$ cat config.mk
export PLATFORM = sky130hd
export DESIGN_NAME = cb_reset_ctrl
export DESIGN_NICKNAME = d
export VERILOG_FILES = /design/src/rtl/cb_reset_pkg.sv /design/src/rtl/cb_sync.sv /design/src/rtl/cb_edge_detect.sv /design/src/rtl/cb_sequencer.sv /design/src/rtl/cb_pulse_shaper.sv /design/src/rtl/cb_reset_ctrl.sv
export SDC_FILE = /design/constraint.sdc
export NUM_CORES = 1
export LEC_CHECK = 0
export ABC_AREA = 0
export BUFFER_PORTS_ARGS = -buffer_cell sky130_fd_sc_hd__buf_2
export CELL_PAD_IN_SITES_DETAIL_PLACEMENT = 1
export CELL_PAD_IN_SITES_GLOBAL_PLACEMENT = 1
export CORE_MARGIN = 2
export CORE_UTILIZATION = 41
export DETAILED_ROUTE_END_ITERATION = 6
export GPL_ROUTABILITY_DRIVEN = 1
export GPL_TIMING_DRIVEN = 1
export MAX_ROUTING_LAYER = met4
export PLACE_DENSITY_LB_ADDON = 0.12
export SETUP_SLACK_MARGIN = 0.1
export SLEW_MARGIN = 40
export SYNTH_ARGS = -nofsm -noshare
export SYNTH_HDL_FRONTEND = slang
export SYNTH_SLANG_ARGS = --single-unit
$ cat constraint.sdc
create_clock -name clk -period 2.6 [get_ports clk]
set_clock_uncertainty 0.1 [all_clocks]
set_input_delay 0.78 -clock clk [delete_from_list [all_inputs] [get_ports clk]]
set_output_delay 0.78 -clock clk [all_outputs]
set_load 0.01 [all_outputs]
$ cat src/rtl/cb_reset_pkg.sv
package cb_reset_pkg;
  typedef enum logic [1:0] {
    SEQ_IDLE      = 2'd0,
    SEQ_WAIT_FALL = 2'd1,
    SEQ_WAIT_RISE = 2'd2,
    SEQ_DISCHARGE = 2'd3
  } seq_state_t;
endpackage

$ cat src/rtl/cb_sync.sv
module cb_sync #(
  parameter int WIDTH  = 1,
  parameter int STAGES = 2
) (
  input  logic             clk,
  input  logic             rst,
  input  logic [WIDTH-1:0] async_i,
  output logic [WIDTH-1:0] sync_o
);
  logic [WIDTH-1:0] stage_q [STAGES];

  genvar g;
  generate
    for (g = 0; g < STAGES; g++) begin : g_stage
      if (g == 0) begin : g_first
        always_ff @(posedge clk) begin
          if (rst) stage_q[0] <= '0;
          else     stage_q[0] <= async_i;
        end
      end else begin : g_next
        always_ff @(posedge clk) begin
          if (rst) stage_q[g] <= '0;
          else     stage_q[g] <= stage_q[g-1];
        end
      end
    end
  endgenerate

  assign sync_o = stage_q[STAGES-1];
endmodule

$ cat src/rtl/cb_edge_detect.sv
module cb_edge_detect (
  input  logic clk,
  input  logic rst,
  input  logic level_i,
  output logic rise_o,
  output logic fall_o
);
  logic prev_q;

  always_ff @(posedge clk) begin
    if (rst) prev_q <= 1'b0;
    else     prev_q <= level_i;
  end

  assign rise_o = level_i & ~prev_q;
  assign fall_o = ~level_i & prev_q;
endmodule

$ cat src/rtl/cb_sequencer.sv
module cb_sequencer
  import cb_reset_pkg::*;
(
  input  logic clk,
  input  logic rst,
  input  logic trip_i,
  input  logic rise_i,
  input  logic fall_i,
  output logic active_o
);
  seq_state_t state_q, state_d;

  always_comb begin
    state_d = state_q;
    unique case (state_q)
      SEQ_IDLE:      if (trip_i) state_d = SEQ_WAIT_FALL;
      SEQ_WAIT_FALL: if (fall_i) state_d = SEQ_WAIT_RISE;
      SEQ_WAIT_RISE: if (rise_i) state_d = SEQ_DISCHARGE;
      SEQ_DISCHARGE: if (rise_i) state_d = trip_i ? SEQ_WAIT_FALL : SEQ_IDLE;
      default:       state_d = SEQ_IDLE;
    endcase
  end

  always_ff @(posedge clk) begin
    if (rst) state_q <= SEQ_IDLE;
    else     state_q <= state_d;
  end

  assign active_o = (state_q == SEQ_DISCHARGE);


  discharge_entry_chk: assert property (@(posedge clk) disable iff (rst)
    $rose(active_o) |-> ($past(state_q) == SEQ_WAIT_RISE && $past(rise_i)));


  discharge_exit_chk: assert property (@(posedge clk) disable iff (rst)
    $fell(active_o) |-> $past(rise_i));
endmodule

$ cat src/rtl/cb_pulse_shaper.sv
module cb_pulse_shaper #(
  parameter int WIDTH_W = 8
) (
  input  logic               clk,
  input  logic               rst,
  input  logic               active_i,
  input  logic [WIDTH_W-1:0] width_i,
  output logic               pulse_lo_o
);
  localparam logic [WIDTH_W-1:0] CNT_MAX = {WIDTH_W{1'b1}};

  logic [WIDTH_W-1:0] cnt_q;

  always_ff @(posedge clk) begin
    if (rst || !active_i)     cnt_q <= '0;
    else if (cnt_q != CNT_MAX) cnt_q <= cnt_q + 1'b1;
  end

  assign pulse_lo_o = active_i && ((width_i == '0) || (cnt_q < width_i));


  no_relengthen_chk: assert property (@(posedge clk) disable iff (rst)
    (active_i && $past(active_i) && !$past(pulse_lo_o) && $stable(width_i)) |-> !pulse_lo_o);
endmodule

$ cat src/rtl/cb_reset_ctrl.sv
module cb_reset_ctrl #(
  parameter int WIDTH_W = 8,
  parameter int SYNC_STAGES = 2
) (
  input  logic               clk,
  input  logic               rst,
  input  logic               conv_clk,
  input  logic               cmp_trip,
  input  logic [WIDTH_W-1:0] short_width,
  output logic               switch_en,
  output logic               pulse_n
);
  localparam int NSYNC = 2;

  logic [NSYNC-1:0] raw_in, synced;
  logic conv_s, trip_s, conv_rise, conv_fall, active, pulse_lo;

  assign raw_in = {cmp_trip, conv_clk};

  cb_sync #(.WIDTH(NSYNC), .STAGES(SYNC_STAGES)) u_sync (
    .clk(clk), .rst(rst), .async_i(raw_in), .sync_o(synced)
  );

  assign conv_s = synced[0];
  assign trip_s = synced[1];

  cb_edge_detect u_edge (
    .clk(clk), .rst(rst), .level_i(conv_s), .rise_o(conv_rise), .fall_o(conv_fall)
  );

  cb_sequencer u_seq (
    .clk(clk), .rst(rst), .trip_i(trip_s), .rise_i(conv_rise), .fall_i(conv_fall),
    .active_o(active)
  );

  cb_pulse_shaper #(.WIDTH_W(WIDTH_W)) u_shape (
    .clk(clk), .rst(rst), .active_i(active), .width_i(short_width), .pulse_lo_o(pulse_lo)
  );

  assign switch_en = active;
  assign pulse_n   = ~pulse_lo;


  pulse_inside_chk: assert property (@(posedge clk) disable iff (rst)
    !pulse_n |-> switch_en);


  pulse_lead_chk: assert property (@(posedge clk) disable iff (rst)
    $rose(switch_en) |-> !pulse_n);


  reset_idle_chk: assert property (@(posedge clk)
    $past(rst) |-> (!switch_en && pulse_n));
endmodule

Yosys cells after proc, flatten, opt, wreduce, memory -nomap -nowiden
Memories as Yosys holds them, arrays and structs flattened.
Cells that the tools add are included.
- memories kept: 1
- bits in registers: 11
- bits in writable memories: 4
- input port bits: 12
- bitwise gates (word level): 7
- equality and inequality tests: 8
- multiplexer cells: 11
- $lt $le $gt $ge: 1
- reductions and logical operators: 7
- $add $sub $neg: 1
- memories (name ; words ; width ; read ports ; clocked after memory_dff ; wr ports ; line ; RTL):
    u_sync.stage_q ; 2 ; 2 ; 2 ; 0 ; 2 ; cb_sync.sv:10 ; logic [WIDTH-1:0] stage_q [STAGES];
- operators by type and width (kind ; count):
    two-way mux 2 bit ; 6
    adder 8 x 1 -> 8 bit (second input constant) ; 1
    zero test 8 bit ; 1
    less-than comparator 8 bit ; 1
    != test 2 bit (second input constant) ; 4
    != test 8 bit (second input constant) ; 1
    one-hot mux 2 bit (4 select lines) ; 1
    == test 2 bit (second input constant) ; 2
    two-way mux 1 bit ; 4
    AND reduction 4 bit ; 1
    inverter 1 bit ; 3
    bitwise AND 1 bit ; 2
    == test 2 x 1 -> 1 bit (second input constant) ; 1
    zero test 2 bit ; 1
    logical OR 1 bit ; 2
    OR 1 bit ; 2
    logical AND 1 bit ; 1
    zero test 1 bit ; 1

Longest topological paths before layout
Gate-level depths: netlist of the first run.
An unclocked memory read counts as a cell.
- depth after elaboration: 5
- mapped depth: 6
- depth with buffers taken out: 6

Modules after synthesis
A second synthesis of the first run with hierarchy kept.
- cells, all modules: 98
- area total of the unflattened synthesis: 877.1 µm²
- modules (own cells, without submodules) (module ; instances ; seq. area each (µm²) ; cells each ; area an instance (µm²)):
    cb_pulse_shaper ; 1 ; 160.2 ; 66 ; 551.8
    cb_sequencer ; 1 ; 40.0 ; 19 ; 177.7
    cb_sync ; 1 ; 80.1 ; 8 ; 105.1
    cb_edge_detect ; 1 ; 20.0 ; 4 ; 38.8
    cb_reset_ctrl ; 1 ; 0.0 ; 1 ; 3.8

Worst setup path after synthesis of the first run
No wires, ideal clock.
- kind: input to output
- start: in short_width[5]
- end: out pulse_n
- path buffers: 0
- stages: 6
- path slack: 85 ps
- data arrival time: 1635 ps
- path through: inv_1 > ha_1 > a211oi_1 > nor2_1 > nor3b_1 > a21oi_1
- word-level cells in the longest chain between the ends: 4
- elaborated cells between the ends (all ways): 5
- those cells by class: order compare (1); bitwise (1); reduce/logical (3)
- RTL lines (what ; line ; RTL):
    from (decl) ; cb_reset_ctrl.sv:9 ; input logic [WIDTH_W-1:0] short_width,
    less-than comparator 8 bit / zero test 8 bit (equally long branches) ; cb_pulse_shaper.sv:19 ; assign pulse_lo_o = active_i && ((width_i == '0) || (cnt_q < width_i));
    logical OR 1 bit (*) ; cb_pulse_shaper.sv:19 ;
    logical AND 1 bit (*) ; cb_pulse_shaper.sv:19 ;
    inverter 1 bit (*) ; cb_reset_ctrl.sv:41 ; assign pulse_n = ~pulse_lo;
    to (decl) ; cb_reset_ctrl.sv:11 ; output logic pulse_n
Every way passes the cells marked *; elsewhere a longest branch is shown, timed or not.

Worst setup path after layout of the first run
Same ends and word-level chain as after synthesis.

==> insert_results.sql, run 1 <==
INSERT INTO impl_metrics (metric_group, metric, value, unit) VALUES
('clocking', 'cts_tree', 'done', ''),
('synth', 'syn_nets', '119', ''),
('critical_path', 'end_kind', 'output port', ''),
('timing', 'final-max-slew-violation-count', '0', ''),
('layout', 'insertedDiodeCount', '0', ''),
('critical_path', 'worst-path-max-fanout', '2', ''),
('timing', 'slew_headroom', '0.726', ''),
('floorplanning', 'core_area', '1980', 'um2'),
('critical_path', 'cp.required', '1.72', 'ns'),
('global_routing', 'first_global_vias', '868', ''),
('synth', 'async_reset_ff_frac', '0', ''),
('drt', 'drt-vias-per-instance', '5.49', ''),
('synth', 'ys_seq_area_frac', '0.342', ''),
('timing', 'timing_hold_violations_final', '0', ''),
('clocking', 'cts_num_sinks', '15', ''),
('power_and_ir_drop', 'max-vdd-ir-drop', '0.402', 'mV'),
('status', 'violations', 'setup timing', ''),
('critical_path', 'critical_path.slowest_cell', 'sky130_fd_sc_hd__nor3b_2', ''),
('clocking', 'cts_inserted_buffers', '3', ''),
('clocking', 'clock_tree.root_cell', 'sky130_fd_sc_hd__clkbuf_4', ''),
('critical_path', 'cp_data_arrival_time', '1.81', 'ns'),
('layout', 'layout.cells.most_common_list', 'sky130_fd_sc_hd__dfxtp_1, sky130_fd_sc_hd__buf_2, sky130_fd_sc_hd__inv_1', ''),
('layout', 'layout.nets', '138', ''),
('placement', 'place_hpwl', '1520', 'um'),
('floorplanning', 'start_util', '0.443', ''),
('power_and_ir_drop', 'power_density', '482', 'nW/um2'),
('status', 'run_status', 'complete, but fails checks', ''),
('layout', 'syn2layout_area_growth', '26.8', '%'),
('flow_run', 'max-cap-violations', '0', ''),
('timing', 'fin_crit_sh', '1.03', ''),
('drt', 'met3RoutedLength', '56', 'um'),
('global_routing', 'initial_antenna_violation_count', '0', ''),
('clocking', 'holdBufCountCts', '0', ''),
('global_routing', 'grt_first_pass_wirelength', '3800', 'um'),
('clocking', 'post_cts.repair.setup_buffers', '0', ''),
('synth', 'syn_area_per_cell', '9.34', 'um2'),
('critical_path', 'reg2reg_depth', '5', ''),
('floorplanning', 'die_w', '50.3', 'um'),
('drt', 'first_iter_violations', '3', ''),
('critical_path', 'worstSetupPathType', 'in2out', ''),
('synth', 'synth_top_area_share', '0.342', ''),
('placement', 'dpl_cell_area', '993', 'um2'),
('synth', 'synth_edf_count', '0', ''),
('global_routing', 'grt_use_total', '0.201', ''),
('clocking', 'cts.reportedPaths.clkPinSlew', '0.10', 'ns'),
('drt', 'final_antenna_net_count', '0', ''),
('drt', 'dr.pass1.iters', '2', ''),
('timing', 'timing.setup.tns', '-0.0874', 'ns'),
('timing', 'worst_slew_pin_slew', '0.410', 'ns'),
('drt', 'detail_route.drc_violations', '0', ''),
('critical_path', 'kind_of_start_point_of_the_critical_path', 'primary input', ''),
('floorplanning', 'die-area', '2530', 'um2'),
('placement', 'place_ws', '-0.186', 'ns'),
('floorplanning', 'die_height', '50.3', 'um'),
('floorplanning', 'ios', '14', ''),
('layout', 'final_common_cell', 'sky130_fd_sc_hd__dfxtp_1', ''),
('synth', 'seq_cells_post_synth', '15', ''),
('clocking', 'max-clock-path-buffers', '2', ''),
('global_routing', 'pin_count_of_the_biggest_net_entering_global_routing', '10', ''),
('critical_path', 'cp_slowest_stage_delay', '0.21', 'ns'),
('worst_hold_path', 'hold_path_cell_cnt', '1', ''),
('timing', 'setup_ws', '-0.0874', 'ns'),
('timing', 'finalSetupViolations', '1', ''),
('worst_hold_path', 'class_of_the_tightest_hold_or_removal_check', 'reg2reg', ''),
('synth', 'ys_warn_count', '0', ''),
('layout', 'post-route-cell-area', '1110', 'um2'),
('drt', 'dr_total_vias', '763', ''),
('clocking', 'htree_num_levels', '1', ''),
('timing', 'max_freq', '0.372', 'GHz'),
('global_routing', 'globalRouteOverflowTotal', '0', ''),
('drt', 'wl_met2', '975', 'um');
[kinds of logic after synthesis]
kind of cell / Yosys count / synth area share
AND/OR/NAND/NOR: 30 / 0.214
AO/OA/AOI/OAI: 24 / 0.202
flip-flops: 15 / 0.342
adder cells (fa/ha/maj): 13 / 0.185
buffers and inverters: 11 / 0.0470
XOR/XNOR: 1 / 0.00997
[routing by layer]
layer,up-vias,GRT usage
met3,4,0.0298
met5,-,-
li1,379,-
met4,0,0.0694
met2,14,0.338
met1,366,0.245
[per-stage QoR]
step,utilization,instances,hold WS (ns)
3_3_place_gp,0.501,135,0.319
5_1_grt,0.562,139,0.371
6_report,0.562,139,0.352
2_1_floorplan,-,94,0.314
4_1_cts,0.549,139,0.357
3_5_place_dp,0.501,135,0.329
[cell usage after synthesis, types with 2 or more instances]
library cell and instances:
sky130_fd_sc_hd__a211oi_1 4, sky130_fd_sc_hd__a31oi_1 5, sky130_fd_sc_hd__and3_1 3, sky130_fd_sc_hd__dfxtp_1 15
sky130_fd_sc_hd__ha_1 13, sky130_fd_sc_hd__inv_1 11, sky130_fd_sc_hd__nand2_1 2, sky130_fd_sc_hd__nand2b_1 2
sky130_fd_sc_hd__nand3_1 3, sky130_fd_sc_hd__nor2_1 3, sky130_fd_sc_hd__nor2b_1 5, sky130_fd_sc_hd__nor3_1 2
sky130_fd_sc_hd__nor3b_1 2, sky130_fd_sc_hd__o21ai_0 4, sky130_fd_sc_hd__o21ai_1 2
[worst max-delay path, delay by kind of cell]
family,cells,cell delay (ns)
buf+inv,3,0.30
fa+ha+maj,1,0.20
simple gates,2,0.28
compound gates,2,0.25
[report_power, final]
group | internal [W] | switching, W
Clock | 0.0000572 | 0.0000782
Combinational | 0.0000692 | 0.0000760
Sequential | 0.000243 | 0.0000133
Total | 0.000369 | 0.000168
[registers in the layout, summed over array words and instances, names as in the netlist]
name / count
u_sync.stage_q: 4
u_seq.state_q: 2
u_shape.cnt_q: 8
u_edge.prev_q: 1
[repair_timing]
action                                  CTS  global route
cloned                                    0             0
resized for setup                        10             5
endpoints found under the setup margin    1             1
pin swaps                                 6             4
[area by class of cell]
type                            count  area, um2
Clock buffer                        3       22.5
Clock inverter                      1       5.00
Fill cell                         244        868
Inverter                           11       41.3
Multi-Input combinational cell     68        626
Sequential cell                    15        300
Tap cell                           27       33.8
Timing Repair Buffer               14       85.1
[worst paths after layout]
check,start,endpoint,slack [ns]
worst max-delay path,short_width[5],pulse_n,-0.09
worst min-delay path,u_sync.stage_q[0][1],u_sync.stage_q[1][1],0.35
worst max register to register,u_seq.state_q[1],u_seq.state_q[0],0.93
worst min register to register,u_sync.stage_q[0][1],u_sync.stage_q[1][1],0.35
Note: power is estimated with default switching activity, not from simulation.
==> run 2, diff against run 1 <==
--- a/config.mk
+++ b/config.mk
@@ -17,6 +17,7 @@
 export MAX_ROUTING_LAYER = met4
 export PLACE_DENSITY_LB_ADDON = 0.12
 export SETUP_SLACK_MARGIN = 0.1
+export SKIP_LAST_GASP = 1
 export SLEW_MARGIN = 40
 export SYNTH_ARGS = -nofsm -noshare
 export SYNTH_HDL_FRONTEND = slang
==> constraint.sdc (replaced) <==
create_clock -name clk -period 2.6 [get_ports clk]
set_clock_uncertainty 0.1 [all_clocks]
set_input_delay 0.78 -clock clk [delete_from_list [all_inputs] [get_ports clk]]
set_output_delay 0.78 -clock clk [all_outputs]
set_load 0.005 [all_outputs]
==> run 2 against run 1 <==
First-iteration DRC count is 33% higher; flip-flop and latch count stayed put; the flow still finishes with violations (setup timing); maximum frequency shrank 1.4%; clock power is essentially flat; die area stayed put.
==> insert_results.sql, run 2 (same netlist as run 1, synthesis figures left out) <==
INSERT INTO impl_metrics (metric_group, metric, value, unit) VALUES
('drt', 'dr.pass1.iters', '4', ''),
('critical_path', 'critPathBufInv', '3', ''),
('layout', 'syn2layout_area_growth', '30.2', '%'),
('worst_hold_path', 'hold_path_cell_cnt', '1', ''),
('drt', 'detail_route.drc_violations', '0', ''),
('clocking', 'cts_tree', 'done', ''),
('timing', 'finalSetupViolations', '1', ''),
('placement', 'place_hpwl', '1500', 'um'),
('layout', 'layout.nets', '140', ''),
('global_routing', 'pin_count_of_the_biggest_net_entering_global_routing', '10', ''),
('critical_path', 'critical_path.slowest_cell', 'sky130_fd_sc_hd__ha_4', ''),
('timing', 'worst_slew_pin_slew', '0.404', 'ns'),
('floorplanning', 'ios', '14', ''),
('critical_path', 'critical-path-top-cell-by-count', 'sky130_fd_sc_hd__buf_2', ''),
('floorplanning', 'die-area', '2530', 'um2'),
('worst_hold_path', 'class_of_the_tightest_hold_or_removal_check', 'reg2reg', ''),
('global_routing', 'globalRouteOverflowTotal', '0', ''),
('placement', 'io_buffer_count', '13', ''),
('timing', 'timing.setup.tns', '-0.125', 'ns'),
('critical_path', 'ff2ff_setup_slack', '0.93', 'ns'),
('floorplanning', 'start_util', '0.443', ''),
('timing', 'max_freq', '0.367', 'GHz'),
('layout', 'insertedDiodeCount', '0', ''),
('timing', 'setup_ws', '-0.125', 'ns'),
('critical_path', 'largest_delay_share_family_worst_path', 'compound AO/OA/AOI/OAI gates', ''),
('clocking', 'max-clock-path-buffers', '2', ''),
('power_and_ir_drop', 'power_density', '474', 'nW/um2'),
('timing', 'final-max-slew-violation-count', '0', ''),
('floorplanning', 'die_height', '50.3', 'um'),
('power_and_ir_drop', 'total_leakage_power', '0.473', 'nW'),
('drt', 'drt-vias-per-instance', '5.54', ''),
('clocking', 'cts_inserted_buffers', '3', ''),
('timing', 'slew_headroom', '0.730', ''),
('placement', 'place_ws', '-0.185', 'ns'),
('clocking', 'post_cts.repair.setup_buffers', '0', ''),
('layout', 'top_register', 'u_shape.cnt_q', ''),
('floorplanning', 'core_area', '1980', 'um2'),
('worst_hold_path', 'whs_endpoint', 'u_sync.stage_q[1][1]', ''),
('global_routing', 'first_global_vias', '812', ''),
('clocking', 'clock_tree.root_cell', 'sky130_fd_sc_hd__clkbuf_4', ''),
('drt', 'wl_per_cell', '15.7', 'um'),
('clocking', 'holdBufCountCts', '0', ''),
('clocking', 'worst_skew_pair.late_latency', '0.29', 'ns'),
('layout', 'largest_reg_flops', '8', ''),
('drt', 'postRouteWirelength', '2210', 'um'),
('timing', 'final.min_clock_period', '2.72', 'ns'),
('critical_path', 'regToRegEndpoint', 'u_seq.state_q[0]', ''),
('placement', 'gpl.final_weighted_congestion', '0.822', ''),
('clocking', 'htree_num_levels', '1', ''),
('critical_path', 'cells_along_the_critical_path', 'buf_2, inv_1, ha_4, nand4_1, a211o_1, a21oi_2, buf_2', ''),
('layout', 'drive_gt1_frac', '0.351', ''),
('drt', 'final_antenna_net_count', '0', ''),
('global_routing', 'grt_first_pass_wirelength', '3510', 'um'),
('critical_path', 'cp_data_arrival_time', '1.84', 'ns'),
('critical_path', 'worst-path-max-fanout', '2', ''),
('timing', 'setup_repair_after_global_routing_missed_its_margin', 'yes', ''),
('layout', 'layout.cells.most_common_list', 'sky130_fd_sc_hd__dfxtp_1, sky130_fd_sc_hd__buf_2, sky130_fd_sc_hd__inv_1, sky130_fd_sc_hd__ha_1, sky130_fd_sc_hd__ha_4', ''),
('worst_hold_path', 'worst_hold_startpoint', 'u_sync.stage_q[0][1]', ''),
('layout', 'post-route-cell-area', '1140', 'um2'),
('placement', 'dpl_cell_area', '1000', 'um2'),
('drt', 'first_iter_violations', '4', ''),
('global_routing', 'initial_antenna_violation_count', '0', ''),
('status', 'violations', 'setup timing', ''),
('status', 'run_status', 'complete, but fails checks', ''),
('floorplanning', 'placement_rows', '16', ''),
('clocking', 'cts.reportedPaths.clkPinSlew', '0.09', 'ns'),
('timing', 'timing_hold_violations_final', '0', ''),
('power_and_ir_drop', 'max-vdd-ir-drop', '0.313', 'mV'),
('floorplanning', 'die_w', '50.3', 'um'),
('critical_path', 'critical_r2r_launch', 'u_seq.state_q[1]', ''),
('layout', 'final_common_cell', 'sky130_fd_sc_hd__dfxtp_1', ''),
('critical_path', 'cp.required', '1.72', 'ns'),
('clocking', 'cts_num_sinks', '15', ''),
('layout', 'reg.largest.list', 'u_shape.cnt_q x8, u_sync.stage_q x4, u_seq.state_q x2', ''),
('drt', 'dr_total_vias', '781', ''),
('critical_path', 'reg2reg_depth', '5', ''),
('critical_path', 'kind_of_start_point_of_the_critical_path', 'primary input', ''),
('critical_path', 'worstSetupPathType', 'in2out', ''),
('flow_run', 'max-cap-violations', '0', ''),
('global_routing', 'grt_use_total', '0.187', ''),
('critical_path', 'end_kind', 'output port', ''),
('timing', 'fin_crit_sh', '1.05', ''),
('critical_path', 'cp_slowest_stage_delay', '0.28', 'ns');
[run 2: changes by cell type in the layout (fill, tap and decap cells not counted), sizes merged]
cell | before | now
buf | 14 | 16
[run 2: area by class of cell]
cell class,instances,area (um2)
sequential,15,300
clock inverter,1,5.00
multi-input combinational,68,634
tap,27,33.8
clock buffer,3,22.5
fill,236,838
timing repair buffer,16,104
inverter,11,43.8
[run 2: worst max-delay path by stage]
stage                    from       to  depth (start not counted)
4_1_cts        short_width[5]  pulse_n                          8
3_5_place_dp   short_width[5]  pulse_n                          8
2_1_floorplan  short_width[5]  pulse_n                          6
3_3_place_gp   short_width[5]  pulse_n                          8
6_report       short_width[6]  pulse_n                          7
5_1_grt        short_width[6]  pulse_n                          7
[run 2: timing repair]
item / CTS / global route
cloned: 0 / 0
resized for setup: 10 / 11
hold endpoints to repair: 0 / 0
endpoints found under the setup margin: 1 / 1
pin swaps: 9 / 6
[run 2: stage by stage]
stage | std cells | util | total power (W) | hold slack, ns
finish | 141 | 0.577 | 0.000542 | 0.350
floorplan | 94 | - | 0.000356 | 0.314
global route | 141 | 0.577 | 0.000579 | 0.379
global placement | 137 | 0.504 | 0.000389 | 0.322
CTS | 141 | 0.546 | 0.000537 | 0.355
detailed placement | 137 | 0.504 | 0.000396 | 0.332
[run 2: power by group]
| group | switching [W] | internal (W) | leakage (nW) |
|---|---|---|---|
| Clock | 0.0000775 | 0.0000572 | 0.0177 |
| Sequential | 0.0000135 | 0.000243 | 0.122 |
| Combinational | 0.0000775 | 0.0000736 | 0.333 |
| Total | 0.000168 | 0.000373 | 0.473 |
[run 2: worst register-to-register path, stage by stage, from the launching register on]
cell and delay, ns:
sky130_fd_sc_hd__dfxtp_1 0.40, sky130_fd_sc_hd__inv_1 0.12, sky130_fd_sc_hd__ha_1 0.24, sky130_fd_sc_hd__nor3b_1 0.38, sky130_fd_sc_hd__o21a_2 0.22, sky130_fd_sc_hd__o2111a_1 0.17
[run 2: layer usage]
metal  vias to the layer above  global-route usage  share of wire
met1                       371               0.224           0.47
met3                         6              0.0268          0.016
met4                         0              0.0694          0.025
li1                        387                   -              -
met2                        17               0.316           0.49
met5                         -                   -              0
==> run 3, diff against run 2 <==
==> constraint.sdc (replaced) <==
create_clock -name clk -period 2.6 [get_ports clk]
set_clock_uncertainty 0.1 [all_clocks]
set_input_delay 0.78 -clock clk [delete_from_list [all_inputs] [get_ports clk]]
set_output_delay 0.78 -clock clk [all_outputs]
set_load 0.01 [all_outputs]
==> run 3 against run 2 <==
The run still ends with setup timing left; via count increased by 0.90%; combinational power decreased by 3%; worst hold slack improved by 0.00055 ns; first-iteration DRC count increased by 25%; utilization decreased by 1.5 points; maximum frequency increased by 0.50%; critical path type unchanged.
==> insert_results.sql, run 3 (same netlist as run 1, synthesis figures left out) <==
INSERT INTO impl_metrics (metric_group, metric, value, unit) VALUES
('status', 'run_status', 'complete, but fails checks', ''),
('status', 'violations', 'setup timing', ''),
('critical_path', 'worstSetupPathType', 'in2out', ''),
('global_routing', 'globalRouteOverflowTotal', '0', ''),
('timing', 'setup_ws', '-0.111', 'ns'),
('global_routing', 'initial_antenna_violation_count', '0', ''),
('placement', 'io_buffer_count', '13', ''),
('floorplanning', 'ios', '14', ''),
('power_and_ir_drop', 'power.total', '0.000537', 'W'),
('layout', 'layout.nets', '138', ''),
('global_routing', 'pin_count_of_the_biggest_net_entering_global_routing', '10', ''),
('layout', 'top_register', 'u_shape.cnt_q', ''),
('drt', 'dr.pass1.iters', '4', ''),
('drt', 'drt-vias-per-instance', '5.67', ''),
('timing', 'fin_worst_hold_slack', '0.351', 'ns'),
('layout', 'insertedDiodeCount', '0', ''),
('clocking', 'worst_skew_pair.late_latency', '0.29', 'ns'),
('power_and_ir_drop', 'max-vdd-ir-drop', '0.406', 'mV'),
('critical_path', 'end_kind', 'output port', ''),
('power_and_ir_drop', 'total_leakage_power', '0.464', 'nW'),
('drt', 'final_antenna_net_count', '0', ''),
('timing', 'final.min_clock_period', '2.71', 'ns'),
('floorplanning', 'core_area', '1980', 'um2'),
('clocking', 'htree_num_levels', '1', ''),
('global_routing', 'first_global_vias', '855', ''),
('timing', 'slew_headroom', '0.724', ''),
('floorplanning', 'die-area', '2530', 'um2'),
('clocking', 'clock_tree.root_cell', 'sky130_fd_sc_hd__clkbuf_4', ''),
('floorplanning', 'start_util', '0.443', ''),
('timing', 'fin_crit_sh', '1.04', ''),
('clocking', 'cts.reportedPaths.clkPinSlew', '0.09', 'ns'),
('clocking', 'cts_tree', 'done', ''),
('timing', 'finalSetupViolations', '1', ''),
('critical_path', 'ff2ff_setup_slack', '0.94', 'ns'),
('critical_path', 'cp_slowest_stage_delay', '0.21', 'ns'),
('layout', 'reg.largest.list', 'u_shape.cnt_q x8, u_sync.stage_q x4, u_seq.state_q x2', ''),
('floorplanning', 'die_height', '50.3', 'um'),
('flow_run', 'max-cap-violations', '0', ''),
('drt', 'postRouteWirelength', '2100', 'um'),
('placement', 'place_hpwl', '1520', 'um'),
('critical_path', 'critical_path.slowest_cell', 'sky130_fd_sc_hd__nor3b_2', ''),
('drt', 'detail_route.drc_violations', '0', ''),
('worst_hold_path', 'class_of_the_tightest_hold_or_removal_check', 'reg2reg', ''),
('timing', 'timing_hold_violations_final', '0', ''),
('critical_path', 'cp.required', '1.72', 'ns'),
('clocking', 'cts_inserted_buffers', '3', ''),
('drt', 'first_iter_violations', '5', ''),
('clocking', 'max-clock-path-buffers', '2', ''),
('drt', 'dr_total_vias', '788', ''),
('floorplanning', 'die_w', '50.3', 'um'),
('power_and_ir_drop', 'power_density', '481', 'nW/um2'),
('critical_path', 'kind_of_start_point_of_the_critical_path', 'primary input', ''),
('layout', 'final_common_cell', 'sky130_fd_sc_hd__dfxtp_1', ''),
('layout', 'syn2layout_area_growth', '26.9', '%'),
('placement', 'placed_cells', '135', ''),
('critical_path', 'cp_data_arrival_time', '1.83', 'ns'),
('clocking', 'cts_num_sinks', '15', ''),
('timing', 'final-max-slew-violation-count', '0', ''),
('timing', 'worst_slew_pin_slew', '0.413', 'ns'),
('global_routing', 'grt_use_total', '0.199', ''),
('layout', 'drive_gt1_frac', '0.330', ''),
('global_routing', 'grt_first_pass_wirelength', '3750', 'um'),
('placement', 'gpl.final_weighted_congestion', '0.834', ''),
('floorplanning', 'placement_rows', '16', ''),
('timing', 'max_freq', '0.369', 'GHz'),
('critical_path', 'cells_along_the_critical_path', 'buf_8, inv_4, ha_4, a211oi_2, nor2_1, nor3b_2, a21oi_2, buf_2', ''),
('layout', 'largest_reg_flops', '8', ''),
('critical_path', 'worst-path-max-fanout', '2', ''),
('layout', 'layout.cells.most_common_list', 'sky130_fd_sc_hd__dfxtp_1, sky130_fd_sc_hd__buf_2, sky130_fd_sc_hd__inv_1, sky130_fd_sc_hd__ha_1', ''),
('drt', 'wl_per_cell', '15.1', 'um'),
('timing', 'setup_repair_after_global_routing_missed_its_margin', 'yes', ''),
('layout', 'instances_no_fill', '139', '');
## run 3: path summary, 6_finish.rpt
path	end	startpoint	depth (start not counted)
setup / recovery	pulse_n	short_width[5]	8
hold / removal	u_sync.stage_q[1][1]	u_sync.stage_q[0][1]	1
hold reg to reg	u_sync.stage_q[1][1]	u_sync.stage_q[0][1]	1
setup reg to reg	u_seq.state_q[0]	u_seq.state_q[1]	5
## run 3: power breakdown
| part | internal [W] | switching, W | leakage [nW] |
|---|---|---|---|
| Sequential | 0.000243 | 0.0000143 | 0.122 |
| Clock | 0.0000572 | 0.0000768 | 0.0177 |
| Combinational | 0.0000691 | 0.0000766 | 0.324 |
| Total | 0.000369 | 0.000168 | 0.464 |
## run 3: cell type report
| class | count | area, um2 |
|---|---|---|
| Sequential cell | 15 | 300 |
| Clock buffer | 3 | 22.5 |
| Timing Repair Buffer | 14 | 82.6 |
| Clock inverter | 1 | 5.00 |
| Multi-Input combinational cell | 68 | 627 |
| Fill cell | 244 | 867 |
| Tap cell | 27 | 33.8 |
| Inverter | 11 | 43.8 |
## run 3: layer usage
metal	part of all wire	global-route usage
met5	0	-
met4	0.0090	0.0694
met3	0.042	0.0298
met2	0.46	0.325
met1	0.49	0.249
## run 3: what timing repair did
| item | in CTS | in global routing |
|---|---|---|
| gates resized for setup | 8 | 8 |
| hold buffers | 0 | 0 |
| endpoints found under the setup margin | 1 | 1 |
| setup buffers | 0 | 0 |
| cloned | 0 | 0 |
| pin swaps | 6 | 8 |
## run 3: worst max-delay path, delay by kind of cell
kind / cells / cell delay, ns
fa+ha+maj: 1 / 0.19
simple gates: 2 / 0.29
buf+inv: 3 / 0.29
compound gates: 2 / 0.28
## run 3: per-stage QoR
| step | setup WS (ns) | utilization | TNS [ns] | cell area, um2 |
|---|---|---|---|---|
| after floorplan | 0.105 | - | 0 | 887 |
| after global placement | -0.175 | 0.501 | -0.175 | 993 |
| after detailed placement | -0.186 | 0.501 | -0.186 | 993 |
| after CTS | -0.0794 | 0.539 | -0.0794 | 1070 |
| after global routing | -0.139 | 0.563 | -0.139 | 1110 |
| final | -0.111 | 0.563 | -0.111 | 1110 |
